File: config.mk
export PLATFORM = sky130hd
export DESIGN_NAME = dma_xfer_engine
export DESIGN_NICKNAME = d
export VERILOG_FILES = /design/src/rtl/dma_eng_pkg.sv /design/src/rtl/dma_desc_store.sv /design/src/rtl/dma_addr_gen.sv /design/src/rtl/dma_loop_ctr.sv /design/src/rtl/dma_xfer_engine.sv
export SDC_FILE = /design/constraint.sdc
export NUM_CORES = 1
export LEC_CHECK = 0
export BUFFER_PORTS_ARGS = -buffer_cell sky130_fd_sc_hd__buf_2
export CORE_AREA = 2 2 226 228
export CTS_BUF_LIST = sky130_fd_sc_hd__clkbuf_2
export DETAILED_ROUTE_END_ITERATION = 7
export DIE_AREA = 0 0 228 230
export SKIP_CTS_REPAIR_TIMING = 1
export SKIP_LAST_GASP = 1
export SLEW_MARGIN = 10
export SYNTH_ARGS = -nofsm -noshare
export SYNTH_HDL_FRONTEND = slang
export SYNTH_SLANG_ARGS = --single-unit
File: constraint.sdc
create_clock -name clk_i -period 4.1 [get_ports clk_i]
set_input_delay 0 -clock clk_i [delete_from_list [all_inputs] [get_ports clk_i]]
set_output_delay 0 -clock clk_i [all_outputs]
set_load 0.02 [all_outputs]
File: src/rtl/dma_eng_pkg.sv
package dma_eng_pkg;
  localparam int WORD_W     = 32;
  localparam int DESC_WORDS = 8;

  // descriptor word slots (the next-descriptor slot is fetched by chaining)
  localparam int W_SRC  = 0;
  localparam int W_CFG  = 1;
  localparam int W_NBY  = 2;
  localparam int W_DST  = 4;
  localparam int W_DOFF = 5;
  localparam int W_NEXT = 6;
  localparam int W_CTRL = 7;

  localparam int F_START = 16;
  localparam int F_IMAJ  = 17;
  localparam int F_IHALF = 18;
  localparam int F_CHAIN = 20;

  typedef enum logic [2:0] {
    ST_IDLE, ST_FREQ, ST_FCAP, ST_CHK, ST_WAIT, ST_LAUNCH, ST_RD, ST_WR
  } eng_state_e;

  function automatic logic [6:0] beat_bytes(input logic [2:0] code);
    case (code)
      3'd0:    beat_bytes = 7'd1;
      3'd1:    beat_bytes = 7'd2;
      3'd2:    beat_bytes = 7'd4;
      3'd4:    beat_bytes = 7'd16;
      3'd5:    beat_bytes = 7'd32;
      default: beat_bytes = 7'd0;
    endcase
  endfunction
endpackage

File: src/rtl/dma_desc_store.sv
module dma_desc_store #(
  parameter int NW = 8,
  parameter int DW = 32,
  localparam int IW = $clog2(NW)
) (
  input  logic                   clk_i,
  input  logic                   rst_ni,
  input  logic                   cap_i,
  input  logic [IW-1:0]          idx_i,
  input  logic [DW-1:0]          word_i,
  output logic [NW-1:0][DW-1:0]  words_o
);
  for (genvar g = 0; g < NW; g++) begin : g_word
    always_ff @(posedge clk_i or negedge rst_ni) begin
      if (!rst_ni)                          words_o[g] <= '0;
      else if (cap_i && idx_i == IW'(g))    words_o[g] <= word_i;
    end
  end
endmodule

File: src/rtl/dma_addr_gen.sv
module dma_addr_gen #(
  parameter int AW = 32,
  parameter int OW = 16
) (
  input  logic          clk_i,
  input  logic          rst_ni,
  input  logic          load_i,
  input  logic [AW-1:0] src_i,
  input  logic [AW-1:0] dst_i,
  input  logic [OW-1:0] soff_i,
  input  logic [OW-1:0] doff_i,
  input  logic          step_src_i,
  input  logic          step_dst_i,
  output logic [AW-1:0] src_o,
  output logic [AW-1:0] dst_o
);
  logic [AW-1:0] soff_ext, doff_ext;
  assign soff_ext = {{(AW-OW){soff_i[OW-1]}}, soff_i};
  assign doff_ext = {{(AW-OW){doff_i[OW-1]}}, doff_i};

  always_ff @(posedge clk_i or negedge rst_ni) begin
    if (!rst_ni) begin
      src_o <= '0;
      dst_o <= '0;
    end else if (load_i) begin
      src_o <= src_i;
      dst_o <= dst_i;
    end else begin
      if (step_src_i) src_o <= src_o + soff_ext;
      if (step_dst_i) dst_o <= dst_o + doff_ext;
    end
  end
endmodule

File: src/rtl/dma_loop_ctr.sv
module dma_loop_ctr #(
  parameter int BW = 32,
  parameter int CW = 9
) (
  input  logic          clk_i,
  input  logic          rst_ni,
  input  logic          load_i,
  input  logic [BW-1:0] nbytes_i,
  input  logic [CW-1:0] biter_i,
  input  logic [6:0]    beat_i,
  input  logic          step_i,
  output logic [CW-1:0] citer_o,
  output logic          minor_last_o
);
  logic [BW-1:0] rem_q;
  assign minor_last_o = (rem_q == BW'(beat_i));

  always_ff @(posedge clk_i or negedge rst_ni) begin
    if (!rst_ni) begin
      rem_q   <= '0;
      citer_o <= '0;
    end else if (load_i) begin
      rem_q   <= nbytes_i;
      citer_o <= biter_i;
    end else if (step_i) begin
      if (minor_last_o) begin
        rem_q   <= nbytes_i;
        citer_o <= citer_o - 1'b1;
      end else begin
        rem_q   <= rem_q - BW'(beat_i);
      end
    end
  end
endmodule

File: src/rtl/dma_xfer_engine.sv
module dma_xfer_engine
  import dma_eng_pkg::*;
#(
  parameter int BUS_BYTES = 32,
  parameter int CNT_W     = 9,
  localparam int DATA_W   = 8 * BUS_BYTES,
  localparam int IDX_W    = $clog2(DESC_WORDS)
) (
  input  logic              clk_i,
  input  logic              rst_ni,
  input  logic              kick_i,
  input  logic [31:0]       desc_addr_i,
  input  logic              start_i,
  output logic              mem_req_o,
  output logic              mem_we_o,
  output logic [31:0]       mem_addr_o,
  output logic [2:0]        mem_size_o,
  output logic [DATA_W-1:0] mem_wdata_o,
  input  logic [DATA_W-1:0] mem_rdata_i,
  output logic              active_o,
  output logic              done_o,
  output logic              irq_o,
  output logic              cfg_err_o
);
  eng_state_e st_q, st_d;
  logic [IDX_W-1:0] idx_q;
  logic [31:0] fbase_q;
  logic done_q, irq_q, err_q;
  logic [DESC_WORDS-1:0][WORD_W-1:0] words;

  dma_desc_store #(.NW(DESC_WORDS), .DW(WORD_W)) u_store (
    .clk_i, .rst_ni,
    .cap_i  (st_q == ST_FCAP),
    .idx_i  (idx_q),
    .word_i (mem_rdata_i[WORD_W-1:0]),
    .words_o(words)
  );

  logic [2:0]  ssize, dsize;
  logic [15:0] soff, doff;
  logic [CNT_W-1:0] biter;
  logic [6:0]  beat;
  logic cfg_bad, f_start, f_imaj, f_ihalf, f_chain;

  assign soff    = words[W_CFG][15:0];
  assign ssize   = words[W_CFG][18:16];
  assign dsize   = words[W_CFG][26:24];
  assign doff    = words[W_DOFF][15:0];
  assign biter   = words[W_CTRL][CNT_W-1:0];
  assign f_start = words[W_CTRL][F_START];
  assign f_imaj  = words[W_CTRL][F_IMAJ];
  assign f_ihalf = words[W_CTRL][F_IHALF];
  assign f_chain = words[W_CTRL][F_CHAIN];
  assign beat    = beat_bytes(ssize);

  assign cfg_bad = (beat == '0) || (ssize != dsize) || (32'(beat) > BUS_BYTES) ||
                   (words[W_NBY] == '0) || ((words[W_NBY] & 32'(beat - 7'd1)) != '0) ||
                   (biter == '0);

  logic launch_ok, ctr_load;
  logic [31:0] src_a, dst_a;
  logic [CNT_W-1:0] citer;
  logic minor_last, major_last, fin, half_hit;

  assign launch_ok = (st_q == ST_LAUNCH) && !cfg_bad;
  assign ctr_load  = launch_ok;

  dma_addr_gen #(.AW(32), .OW(16)) u_addr (
    .clk_i, .rst_ni,
    .load_i    (ctr_load),
    .src_i     (words[W_SRC]),
    .dst_i     (words[W_DST]),
    .soff_i    (soff),
    .doff_i    (doff),
    .step_src_i(st_q == ST_RD),
    .step_dst_i(st_q == ST_WR),
    .src_o     (src_a),
    .dst_o     (dst_a)
  );

  dma_loop_ctr #(.BW(32), .CW(CNT_W)) u_loop (
    .clk_i, .rst_ni,
    .load_i      (ctr_load),
    .nbytes_i    (words[W_NBY]),
    .biter_i     (biter),
    .beat_i      (beat),
    .step_i      (st_q == ST_WR),
    .citer_o     (citer),
    .minor_last_o(minor_last)
  );

  assign major_last = minor_last && (citer == CNT_W'(1));
  assign fin        = (st_q == ST_WR) && major_last;
  assign half_hit   = (st_q == ST_WR) && minor_last && !major_last && f_ihalf &&
                      ((citer - 1'b1) == (biter >> 1));

  always_comb begin
    st_d = st_q;
    unique case (st_q)
      ST_IDLE:   if (kick_i) st_d = ST_FREQ;
      ST_FREQ:   st_d = ST_FCAP;
      ST_FCAP:   st_d = (idx_q == IDX_W'(DESC_WORDS - 1)) ? ST_CHK : ST_FREQ;
      ST_CHK:    st_d = f_start ? ST_LAUNCH : ST_WAIT;
      ST_WAIT:   if (start_i) st_d = ST_LAUNCH;
      ST_LAUNCH: st_d = cfg_bad ? ST_IDLE : ST_RD;
      ST_RD:     st_d = ST_WR;
      ST_WR:     if (major_last) st_d = f_chain ? ST_FREQ : ST_IDLE;
                 else            st_d = ST_RD;
      default:   st_d = ST_IDLE;
    endcase
  end

  always_ff @(posedge clk_i or negedge rst_ni) begin
    if (!rst_ni) begin
      st_q    <= ST_IDLE;
      idx_q   <= '0;
      fbase_q <= '0;
      done_q  <= 1'b0;
      irq_q   <= 1'b0;
      err_q   <= 1'b0;
    end else begin
      st_q  <= st_d;
      irq_q <= (fin && f_imaj) || half_hit;
      if (st_q == ST_IDLE && kick_i) begin
        fbase_q <= desc_addr_i;
        idx_q   <= '0;
        done_q  <= 1'b0;
        err_q   <= 1'b0;
      end
      if (st_q == ST_FCAP) idx_q <= idx_q + 1'b1;
      if (st_q == ST_LAUNCH && cfg_bad) err_q <= 1'b1;
      if (launch_ok) done_q <= 1'b0;
      if (fin) begin
        done_q  <= 1'b1;
        idx_q   <= '0;
        fbase_q <= words[W_NEXT];
      end
    end
  end

  always_comb begin
    mem_req_o   = 1'b0;
    mem_we_o    = 1'b0;
    mem_addr_o  = '0;
    mem_size_o  = '0;
    mem_wdata_o = '0;
    unique case (st_q)
      ST_FREQ: begin
        mem_req_o  = 1'b1;
        mem_addr_o = fbase_q + {27'd0, idx_q, 2'b00};
        mem_size_o = 3'd2;
      end
      ST_RD: begin
        mem_req_o  = 1'b1;
        mem_addr_o = src_a;
        mem_size_o = ssize;
      end
      ST_WR: begin
        mem_req_o   = 1'b1;
        mem_we_o    = 1'b1;
        mem_addr_o  = dst_a;
        mem_size_o  = dsize;
        mem_wdata_o = mem_rdata_i;
      end
      default: ;
    endcase
  end

  assign active_o  = (st_q == ST_RD) || (st_q == ST_WR);
  assign done_o    = done_q;
  assign irq_o     = irq_q;
  assign cfg_err_o = err_q;
endmodule

* Word level (Yosys, flattened, before mapping) *
Index checks and enable logic that the tools add are counted.

storage, ports and cells
  register bits after elaboration = 338
  bits in latches = 0
  bits in writable memories = 0
  ROM bits = 0
  bits of input ports = 292
  output and inout bits = 297
  logic and storage cells = 125
  memories = 0

operators by class
  add/sub/neg operators = 7
  multiply operators = 0
  div/mod/pow operators = 0
  magnitude comparators = 1
  equality and inequality tests = 23
  shifts and indexed selects = 0
  muxes and demuxes = 33
  bitwise gates (word level) = 1
  reduce and logical (&&, ||, !) cells = 43

operators with widths
  cell                                                 number
  two-way mux 32 bit                                   9
  two-way mux 256 bit                                  1
  case mux 32 bit (3 select lines)                     1
  adder 32 bit                                         2
  adder 32 x 5 -> 32 bit                               1
  AND 32 bit                                           1
  equality test 32 x 6 -> 1 bit                        1
  zero test 32 bit                                     1
  nonzero test 32 bit                                  1
  subtractor 32 x 6 -> 32 bit                          1
  equality test 3 bit, second input constant           10
  case mux 6 bit (5 select lines)                      1
  two-way mux 9 bit                                    3
  case mux 3 bit (8 select lines)                      1
  two-way mux 3 bit                                    7
  logical AND 1 bit                                    17
  equality test 3 x 2 -> 1 bit, second input constant  4
  nonzero test 2 bit                                   5
  equality test 3 x 1 -> 1 bit, second input constant  3
  equality test 9 x 1 -> 1 bit, second input constant  1
  equality test 9 x 8 -> 1 bit                         1
  zero test 3 bit                                      3
  zero test 9 bit                                      1
  case mux 3 bit (3 select lines)                      1
  other kinds (14)                                     31

* Depth between registers and ports, before layout *
Gate-level depths: netlist (run 1).

  word-level depth = 12
  mapped depth = 16
  mapped depth without buffers = 14

* By module *
Synthesis (run 1) repeated with hierarchy kept, for this count alone.

second synthesis, totals
  cell total of the unflattened synthesis = 2377
  area total of the unflattened synthesis = 24174.4 sq um

modules (own cells, without submodules)
  module           instances  cells an instance  area an instance (sq um)  sequential area each (sq um)
  dma_desc_store   1          551                9613.0                    6406.1
  dma_addr_gen     1          740                6174.7                    1601.5
  dma_xfer_engine  1          729                5325.1                    1026.0
  dma_loop_ctr     1          357                3061.7                    1026.0

* Least setup slack after synthesis (run 1) *
No wires, ideal clock.

  path type = flip-flop to flip-flop
  start = reg u_store.words_o[48] in the netlist's numbering
  end = reg u_loop.rem_q[0]
  arrival = 3.571 ns
  setup slack = 0.396 ns
  cell stages (with the launch flop) = 17
  buffers on the path = 4
  cells stage by stage = dfrtp_1 -> clkbuf_1 -> or3b_2 -> ha_1 -> ha_1 -> nor2b_1 -> a2111oi_0 -> nand4_1 -> nor4_1 -> and3_1 -> buf_2 -> a41o_1 -> buf_2 -> buf_2 -> nor2_1 -> a211oi_1 -> a21oi_1

on the way
  longest elaborated chain between the ends = 11
  elaborated cells on any way between the ends = 25
  classes of those cells = 2 x add/sub; 1 x order compare; 6 x eq/ne; 4 x mux; 1 x bitwise; 11 x reduce/logical

RTL lines
  element                                                                             RTL line              RTL
  start, declared                                                                     dma_desc_store.sv:11  output logic [NW-1:0][DW-1:0] words_o
  start signal, assigned by index                                                     dma_desc_store.sv:16  else if (cap_i && idx_i == IW'(g)) words_o[g] <= word_i;
  parallel branches: the longest is 11 deep, another holds subtractor 7 x 1 -> 8 bit  --
  end signal, assigned                                                                dma_loop_ctr.sv:23    rem_q <= nbytes_i;
  end signal, assigned                                                                dma_loop_ctr.sv:27    rem_q <= nbytes_i;
  end signal, assigned                                                                dma_loop_ctr.sv:30    rem_q <= rem_q - BW'(beat_i);
  end, declared                                                                       dma_loop_ctr.sv:15    logic [BW-1:0] rem_q;

Parallel ways; which one is timed is not known. The select of a mux whose other input is x is not followed.
A chain may end at the register's enable or synchronous reset.

* Worst setup path after layout (run 1) *
  start = reg idx_q[0]
  end = out mem_addr_o[24]

on the way
  longest elaborated chain between the ends = 2

RTL lines
  element                           RTL line                RTL
  start, declared                   dma_xfer_engine.sv:26   logic [IDX_W-1:0] idx_q;
  start signal, assigned            dma_xfer_engine.sv:130  if (st_q == ST_FCAP) idx_q <= idx_q + 1'b1;
  adder 32 x 5 -> 32 bit            dma_xfer_engine.sv:150  mem_addr_o = fbase_q + {27'd0, idx_q, 2'b00};
  case mux 32 bit (3 select lines)  dma_xfer_engine.sv:147  unique case (st_q)
  end, declared                     dma_xfer_engine.sv:16   output logic [31:0] mem_addr_o,

No other way between the ends.

==> flow_metrics.tcl, run 1 <==
set metrics [dict create \
    drive_above_1_share 0.333 \
    synth_mux_area_frac 0.121 \
    drt_iter0_markers 1805 \
    io_buffers 588 \
    status "finished, final reports clean" \
    ys_seq_area_frac 0.407 \
    root_buffer "clkbuf_2" \
    max_freq_ghz 0.265 \
    worst_slew_pin_slew_ns 1.20 \
    setup_viol 0 \
    dpl-instance-area_um2 23700 \
    cts_tree "yes" \
    regArea_um2 8130 \
    syn_inst 2106 \
    synthTopCellsByCount "325 x dfrtp_1, 260 x and2_1, 180 x mux2_2" \
    wl_per_cell_um 27.2 \
    grt_first_pass_wirelength_mm 131 \
    crit_type "reg2out" \
    grt_max_degree 119 \
    drt-total-wl_mm 98.1 \
    stdcell_area_um2 26100 \
    initial_core_util 0.400 \
    dpl.cell_count 3282 \
    num_rows 82 \
    grtUsageTotal 0.345 \
    via_count 20300 \
    antenna_found_initial 25 \
    ys.flop_type "dfrtp_1" \
    setup_slack_ns 0.320 \
    start_kind "flip-flop" \
    finalClockSkew_ns 0.0499 \
    finalHoldViolations 0 \
    synth_simple_gate_area_frac 0.198 \
    fp.dieW_um 228 \
    synth_area_leaders "dfrtp_1 41%, mux2_2 10%, and2_1 8.1%, ha_1 4.9%, o21ai_0 3.3%" \
    tns_ns 0 \
    hp-class "in2reg" \
    synth_top_family_by_area "simple AND/OR/NAND/NOR gates" \
    synth_compound_area_frac 0.147 \
    gp_congestion 1.16 \
    synth.most_common_cell "dfrtp_1" \
    synthXorXnorAreaFrac 0.0412 \
    synthAdderAreaFrac 0.0540 \
    powerDensity_nw_per_um2 657 \
    fin_crit_ns 3.78 \
    synth_largest_area_cell "dfrtp_1" \
    dp_hpwl_mm 73.8 \
    synth_cell_types 75 \
    rsz0062_at_grt "false" \
    multi_input_area_um2 11300 \
    peakVddDrop_mv 0.393 \
    critPathArrivalTime_ns 3.78 \
    drv_cap 0 \
    synth_top_area_frac 0.407 \
    die-area_um2 52400 \
    dpl_worst_slack_ns 0.207 \
    drv_slew 0 \
    viasPerCell 5.63 \
    p_leak_nw 12.8 \
    fin_nets 3237 \
    first_pass_iters 6 \
    endpoint_kind "output pin" \
    route.detailed.drc 0 \
    synth_nets 2481 \
    cp.required_ns 4.10 \
    fillers 4684 \
    slew_headroom 0.196 \
    detail-route-antenna-nets 0 \
    numCtsBuffers 87 \
    final_cells 3604 \
    path_clk_slew_ns 0.11 \
    cpPeakStageDelay_ns 0.46 \
    gr-total-overflow 0 \
    die_h_um 230 \
    cts_buffer_depth 3 \
    async_flop_share 1.00 \
    fin_crit_sh 0.922 \
    cp_cell_sequence "ha_1, fa_1, a21o_1, nand2_1, nor2_1, nand3_1, nor3_2, nand2_1, xor2_1, o22ai_1, buf_2" \
    syn_area_per_cell_um2 9.48 \
    io_pins 589 \
    synth_warnings 0 \
    clk_latency_ns 0.97 \
    netlist_area_um2 20000 \
    path_max_fanout 6 \
    cpMostUsedCell "nand2_1" \
    syn_to_final_growth_pct 30.7 \
    cts_sinks 325 \
    grt_pass1_vias 18900 \
    htreeDepth 3 \
    ys_seq_elements 325 \
    synth_edf_count 0 \
    crit_slowest_cell "dfrtp_1" \
    core_um2 49900 \
]
[worst paths after layout]
| check | end | slack, ns | startpoint | cells past startpoint |
|---|---|---|---|---|
| max | mem_addr_o[24] | 0.32 | idx_q[0] | 11 |
| min | u_store.words_o[70] | 0.10 | mem_rdata_i[6] | 3 |
| max reg2reg | u_loop.rem_q[29] | 0.38 | u_store.words_o[48] | 13 |
| min in group asynchronous | u_addr.src_o[5] | 0.22 | rst_ni | 4 |
| max in group asynchronous | u_store.words_o[28] | 3.34 | rst_ni | 4 |
| min reg2reg | u_addr.src_o[28] | 0.49 | u_store.words_o[28] | 2 |
[worst max-delay path: cells and delay by family (launching register included)]
family	cells	cell delay, ns
and+or+nand+nor	5	1.24
DFF	1	0.46
xor gates and xnor gates	1	0.15
buffers and inverters	1	0.21
AOI/OAI and AO/OA	2	0.33
adders and majority gates	2	0.43
[routing by layer]
| metal | track usage | vias up | wire (um) |
|---|---|---|---|
| li1 | - | 9033 | - |
| met1 | 0.437 | 9906 | 38600 |
| met4 | 0.209 | 10 | 6380 |
| met3 | 0.0899 | 211 | 9730 |
| met5 | 0 | - | 58 |
| met2 | 0.530 | 1121 | 43400 |
[sequential cells by signal, summed over array words and instances, names as in the netlist]
signal           count
cfg_err_o            1
u_addr.dst_o        32
st_q                 3
fbase_q             32
idx_q                3
u_loop.rem_q        32
u_store.words_o    179
irq_o                1
done_o               1
u_loop.citer_o       9
u_addr.src_o        32
[layout by cell type, fill, tap and decap left out, types with 6 or more instances in the layout]
master,n
buf_2,587
dfrtp_1,324
and2_1,260
mux2_2,180
dlygate4sd3_1,162
nand2_1,155
nor2_1,135
o21ai_0,132
clkbuf_2,131
a21oi_1,98
ha_1,79
a22oi_1,54
xor2_1,50
xnor2_1,44
inv_1,43
o22ai_1,41
mux2i_1,38
nand3_1,37
a31oi_1,35
buf_4,31
nor3_1,30
nor2b_1,24
a21o_1,24
nor4_1,18
nand2b_1,16
diode_2,13
and3_1,12
clkinv_1,12
nand4_1,11
o31ai_1,10
or3_1,8
a221o_1,8
a211oi_1,7
o21a_1,7
o21bai_1,7
or4_1,6
[area by class of cell]
class / instances / area share
Multi-Input combinational cell: 1617 / 0.431
Sequential cell: 325 / 0.312
Timing Repair Buffer: 787 / 0.189
Tap cell: 672 / 0.0322
Clock buffer: 131 / 0.0251
Inverter: 44 / 0.00652
Clock inverter: 15 / 0.00316
Antenna cell: 13 / 0.00125
[power by group]
part / switching (W) / total, W / internal [W] / leakage, nW
registers: 0.00131 / 0.00579 / 0.00448 / 3.94
clock network: 0.00139 / 0.00229 / 0.000894 / 0.586
logic: 0.00517 / 0.00908 / 0.00391 / 8.28
total: 0.00787 / 0.0172 / 0.00929 / 12.8
[cell families after synthesis]
| family | after synthesis |
|---|---|
| compound gates | 468 |
| xor+xnor | 94 |
| fa+ha+maj | 84 |
| buf+inv | 164 |
| flops | 325 |
| mux | 218 |
| simple gates | 753 |
[per-stage QoR]
step | power [W] | utilization | hold WS, ns
2_1_floorplan | 0.0118 | - | -0.296
3_3_place_gp | 0.0141 | 0.474 | 0.136
3_5_place_dp | 0.0145 | 0.474 | 0.156
4_1_cts | 0.0168 | 0.489 | -0.939
5_1_grt | 0.0184 | 0.523 | 0.0296
6_report | 0.0172 | 0.523 | 0.104
No activity file was read; power rests on OpenSTA's default activity.
==> run 2, diff against run 1 <==
- SETUP_SLACK_MARGIN: not set -> 0.5
==> run 2 against run 1 <==
Clock power rose by 3%. Maximum frequency rose by 6.8%. Sequential power barely moved. Cell count rose by 0.58%. Sequential cell count did not move. Critical path type is now reg2reg. Critical endpoint is now u_loop.rem_q[6]. Highest routed layer unchanged.
==> flow_metrics.tcl, run 2 (same netlist as run 1, synthesis figures left out) <==
set metrics [dict create \
    layout_commonest_cell "buf_2" \
    cp.required_ns 4.98 \
    die-area_um2 52400 \
    numCtsBuffers 87 \
    fin_crit_sh 0.863 \
    cpMostUsedCell "buf_4" \
    cpPeakStageDelay_ns 0.41 \
    top_register "u_store.words_o" \
    timing.hold.ws_ns 0.0259 \
    r2r_end "u_loop.rem_q[6]" \
    setup_viol 0 \
    root_buffer "clkbuf_2" \
    slew_headroom 0.240 \
    dpl.cell_count 3280 \
    fp.dieW_um 228 \
    crit_family "simple AND/OR/NAND/NOR gates" \
    r2r_slack_ns 0.56 \
    route.detailed.drc 0 \
    largest_reg_flops 179 \
    core_um2 49900 \
    grt_pass1_vias 18900 \
    cp_cell_sequence "buf_4, or3_4, ha_2, ha_1, nor4b_1, a21oi_1, o22ai_2, nor4_4, and3_4, buf_12, buf_4, nor2_4, buf_4, a21oi_1, o22ai_1" \
    path_depth 15 \
    cts_sinks 325 \
    fillers 4570 \
    grt_first_pass_wirelength_mm 128 \
    p_total_w 0.0175 \
    io_buffers 588 \
    hp-class "in2reg" \
    drv_cap 0 \
    die_h_um 230 \
    clk_latency_ns 1.03 \
    viasPerCell 5.71 \
    finalHoldViolations 0 \
    critPathArrivalTime_ns 4.42 \
    grtUsageTotal 0.331 \
    endpoint_kind "flip-flop" \
    syn_to_final_growth_pct 33.0 \
    crit_type "reg2reg" \
    dp_hpwl_mm 70.4 \
    reg2reg_from "u_store.words_o[50]" \
    dpl_worst_slack_ns 0.187 \
    htreeDepth 3 \
    dpl-instance-area_um2 23600 \
    fin_crit_ns 3.54 \
    path_max_fanout 21 \
    stdcell_area_um2 26600 \
    io_pins 589 \
    num_rows 82 \
    drt_iter0_markers 2316 \
    setup_slack_ns 0.560 \
    path_clk_slew_ns 0.11 \
    final_cell_mix "587 x buf_2, 321 x dfrtp_1, 260 x and2_1" \
    reg2regPathDepth 15 \
    status "finished, final reports clean" \
    peakVddDrop_mv 0.466 \
    powerDensity_nw_per_um2 658 \
    crit_buf_inv 4 \
    initial_core_util 0.400 \
    rsz0062_at_grt "true" \
    gp_congestion 1.10 \
    drive_above_1_share 0.350 \
    max_freq_ghz 0.283 \
    crit_slowest_cell "dfrtp_1" \
    drv_slew 0 \
    crit_end "u_loop.rem_q[6]" \
    fin_nets 3257 \
    gr-total-overflow 0 \
    cts_tree "yes" \
    via_count 20700 \
    p_leak_nw 13.0 \
    final_cells 3625 \
    finalClockSkew_ns 0.115 \
    cp-startpoint "u_store.words_o[50]" \
    grt_max_degree 105 \
    detail-route-antenna-nets 0 \
    worst_slew_pin_slew_ns 1.14 \
    drt-total-wl_mm 95.6 \
    wl_per_cell_um 26.4 \
    antenna_found_initial 25 \
    cts_buffer_depth 3 \
    first_pass_iters 8 \
    start_kind "flip-flop" \
]
[run 2: final cells by class]
cell class,instances,area (um2),share of cell area
Sequential cell,325,8140,0.306
Timing Repair Buffer,803,5140,0.194
Clock inverter,28,160,0.00603
Multi-Input combinational cell,1621,11500,0.431
Inverter,44,178,0.00669
Clock buffer,125,626,0.0236
Tap cell,672,841,0.0317
Antenna cell,7,17.5,0.000660
[run 2: worst min path at each step]
stage,startpoint,to,slack [ns],depth (start not counted)
after floorplan,rst_ni,cfg_err_o,-0.30,0
after global placement,rst_ni,u_store.words_o[37],-0.02,1
after detailed placement,rst_ni,u_store.words_o[37],-0.009,1
after CTS,rst_ni,u_loop.rem_q[9],-1.10,1
after global routing,mem_rdata_i[15],u_store.words_o[175],0.002,3
final,mem_rdata_i[11],u_store.words_o[11],0.03,3
[run 2: worst reg2reg max path, delay by kind of cell, from the launching register on]
family          cells  cell delay, ns
compound gates      4            0.57
fa+ha+maj           2            0.44
buf+inv             4            0.77
flops               1            0.41
simple gates        5            1.22
[run 2: report_power, final]
| group | internal, W | switching (W) | total, W |
|---|---|---|---|
| clock | 0.000890 | 0.00148 | 0.00237 |
| sequential | 0.00448 | 0.00133 | 0.00581 |
| combinational | 0.00401 | 0.00528 | 0.00929 |
| total | 0.00938 | 0.00808 | 0.0175 |
[run 2: through the flow]
stage / utilization / setup TNS (ns)
2_1_floorplan: - / 0
3_3_place_gp: 0.474 / 0
3_5_place_dp: 0.474 / 0
4_1_cts: 0.490 / -0.0395
5_1_grt: 0.532 / 0
6_report: 0.533 / 0
[run 2: routing by layer]
layer / track usage / wire, um / up-vias
met4: 0.112 / 3440 / 10
li1: - / - / 9100
met3: 0.0861 / 10200 / 187
met2: 0.528 / 44100 / 1226
met1: 0.435 / 37900 / 10200
met5: 0 / 65 / -
==> run 3, diff against run 2 <==
- CORE_AREA: 2 2 226 228 -> 2 2 231 233
- DIE_AREA: 0 0 228 230 -> 0 0 233 235
- clock period: 4.1 -> 4.36 ns (I/O delays scaled with it)
==> run 3 against run 2 <==
Cell area shrank 1.1%. Sequential power shrank 5.9%. Global-route usage grew 1.4 points. Sequential share of layout area grew 0.33 points. Maximum frequency shrank 7.0%. Worst hold slack gained 0.010 ns. Non-clock buffer count shrank 15. Clock skew shrank 0.019 ns. Worst setup slack lost 0.0057 ns. Via count shrank 2.5%. Core utilization shrank 3.0 points. Die area grew 4.4%. Largest cell class unchanged.
==> flow_metrics.tcl, run 3 (same netlist as run 1, synthesis figures left out) <==
set metrics [dict create \
    htreeDepth 3 \
    initial_core_util 0.382 \
    timing.hold.ws_ns 0.0359 \
    crit_type "reg2reg" \
    endpoint_kind "flip-flop" \
    finalHoldViolations 0 \
    hp-class "in2reg" \
    met1Wirelength_mm 42.1 \
    tns_ns 0 \
    core_um2 52200 \
    grt_max_degree 148 \
    fin_crit_sh 0.873 \
    max_freq_ghz 0.263 \
    reg2regPathDepth 12 \
    route.detailed.drc 0 \
    grt_pass1_vias 18400 \
    antenna_found_initial 39 \
    syn_to_final_growth_pct 31.5 \
    first_pass_iters 5 \
    p_leak_nw 12.9 \
    critPathArrivalTime_ns 4.70 \
    cp.required_ns 5.25 \
    top_register "u_store.words_o" \
    r2r_slack_ns 0.55 \
    gp_congestion 0.980 \
    grt_first_pass_wirelength_mm 134 \
    drt-total-wl_mm 101 \
    root_buffer "clkbuf_2" \
    drive_above_1_share 0.340 \
    dp_hpwl_mm 72.3 \
    detail-route-antenna-nets 0 \
    status "finished, final reports clean" \
    start_kind "flip-flop" \
    gr-total-overflow 0 \
    final_cell_mix "587 x buf_2, 322 x dfrtp_1, 252 x and2_1" \
    dr_wl_met2_mm 42.5 \
    die_h_um 235 \
    numCtsBuffers 87 \
    via_count 20200 \
    fillers 5000 \
    viasPerCell 5.56 \
    drv_slew 0 \
    setup_viol 0 \
    worst_slew_pin_slew_ns 1.27 \
    dr_wl_met3_mm 10.8 \
    maxUsedRoutingLayer "met5" \
    cts_sinks 325 \
    drt_iter0_markers 1884 \
    slew_headroom 0.148 \
    path_clk_slew_ns 0.10 \
    cts_tree "yes" \
    grtUsageTotal 0.344 \
    powerDensity_nw_per_um2 620 \
    fin_crit_ns 3.81 \
    path_max_fanout 39 \
    clk_latency_ns 1.09 \
    wl_per_cell_um 27.8 \
    io_buffers 588 \
    fin_nets 3241 \
    layout_commonest_cell "buf_2" \
    io_pins 589 \
    peakVddDrop_mv 0.427 \
    whs_path_depth 3 \
    finalClockSkew_ns 0.0956 \
    rsz0062_at_grt "true" \
    largest_reg_flops 179 \
    drv_cap 0 \
    fp.dieW_um 233 \
    num_rows 84 \
    die-area_um2 54800 \
    cts_buffer_depth 3 \
]
run 3: power by group:
part           total [W]  switching, W  internal, W
Clock            0.00225       0.00137     0.000877
Combinational    0.00857       0.00487      0.00370
Sequential       0.00547       0.00126      0.00422
run 3: layout make-up:
type | count | area [um2] | share of cell area
multi-input cells | 1620 | 11300 | 0.431
well taps | 688 | 861 | 0.0328
clock buffers | 137 | 686 | 0.0261
flip-flops and latches | 325 | 8140 | 0.310
clock inverters | 14 | 86.3 | 0.00329
repair buffers | 788 | 4960 | 0.189
diodes | 14 | 35.0 | 0.00133
inverters | 44 | 178 | 0.00676
run 3: through the flow:
| step | setup slack (ns) | area, um2 | total power (W) | std cells | utilization |
|---|---|---|---|---|---|
| after floorplan | 0.656 | 20000 | 0.0111 | 2106 | - |
| after global placement | 0.295 | 23600 | 0.0134 | 3290 | 0.452 |
| after detailed placement | 0.240 | 23600 | 0.0136 | 3290 | 0.452 |
| after CTS | 0.152 | 24400 | 0.0158 | 3441 | 0.467 |
| after global routing | 0.402 | 26200 | 0.0174 | 3620 | 0.502 |
| final | 0.554 | 26300 | 0.0163 | 3630 | 0.503 |
run 3: worst max-delay path, stage by stage (launching register included):
cell     delay [ns]
dfrtp_1        0.44
or3b_2         0.52
ha_1           0.27
ha_1           0.24
nor4b_1        0.31
a21oi_1        0.08
o22ai_1        0.26
nor4_4         0.11
and3_4         0.26
nor2_4         0.56
buf_12         0.29
a21oi_1        0.06
o22a_1         0.23
run 3: per-layer routing:
layer | vias to the layer above | GRT usage
met3 | 197 | 0.103
met2 | 1055 | 0.496
met1 | 9869 | 0.464
li1 | 9055 | -
met4 | 22 | 0.174
met5 | - | 0.00714
run 3: final timing paths:
| path | from | endpoint |
|---|---|---|
| setup / recovery | u_store.words_o[49] | u_loop.rem_q[15] |
| hold / removal | mem_rdata_i[4] | u_store.words_o[68] |
| setup reg to reg | u_store.words_o[49] | u_loop.rem_q[15] |
| hold reg to reg | u_store.words_o[129] | u_addr.dst_o[1] |
| max in group asynchronous | rst_ni | u_addr.dst_o[16] |
| min in group asynchronous | rst_ni | u_store.words_o[173] |
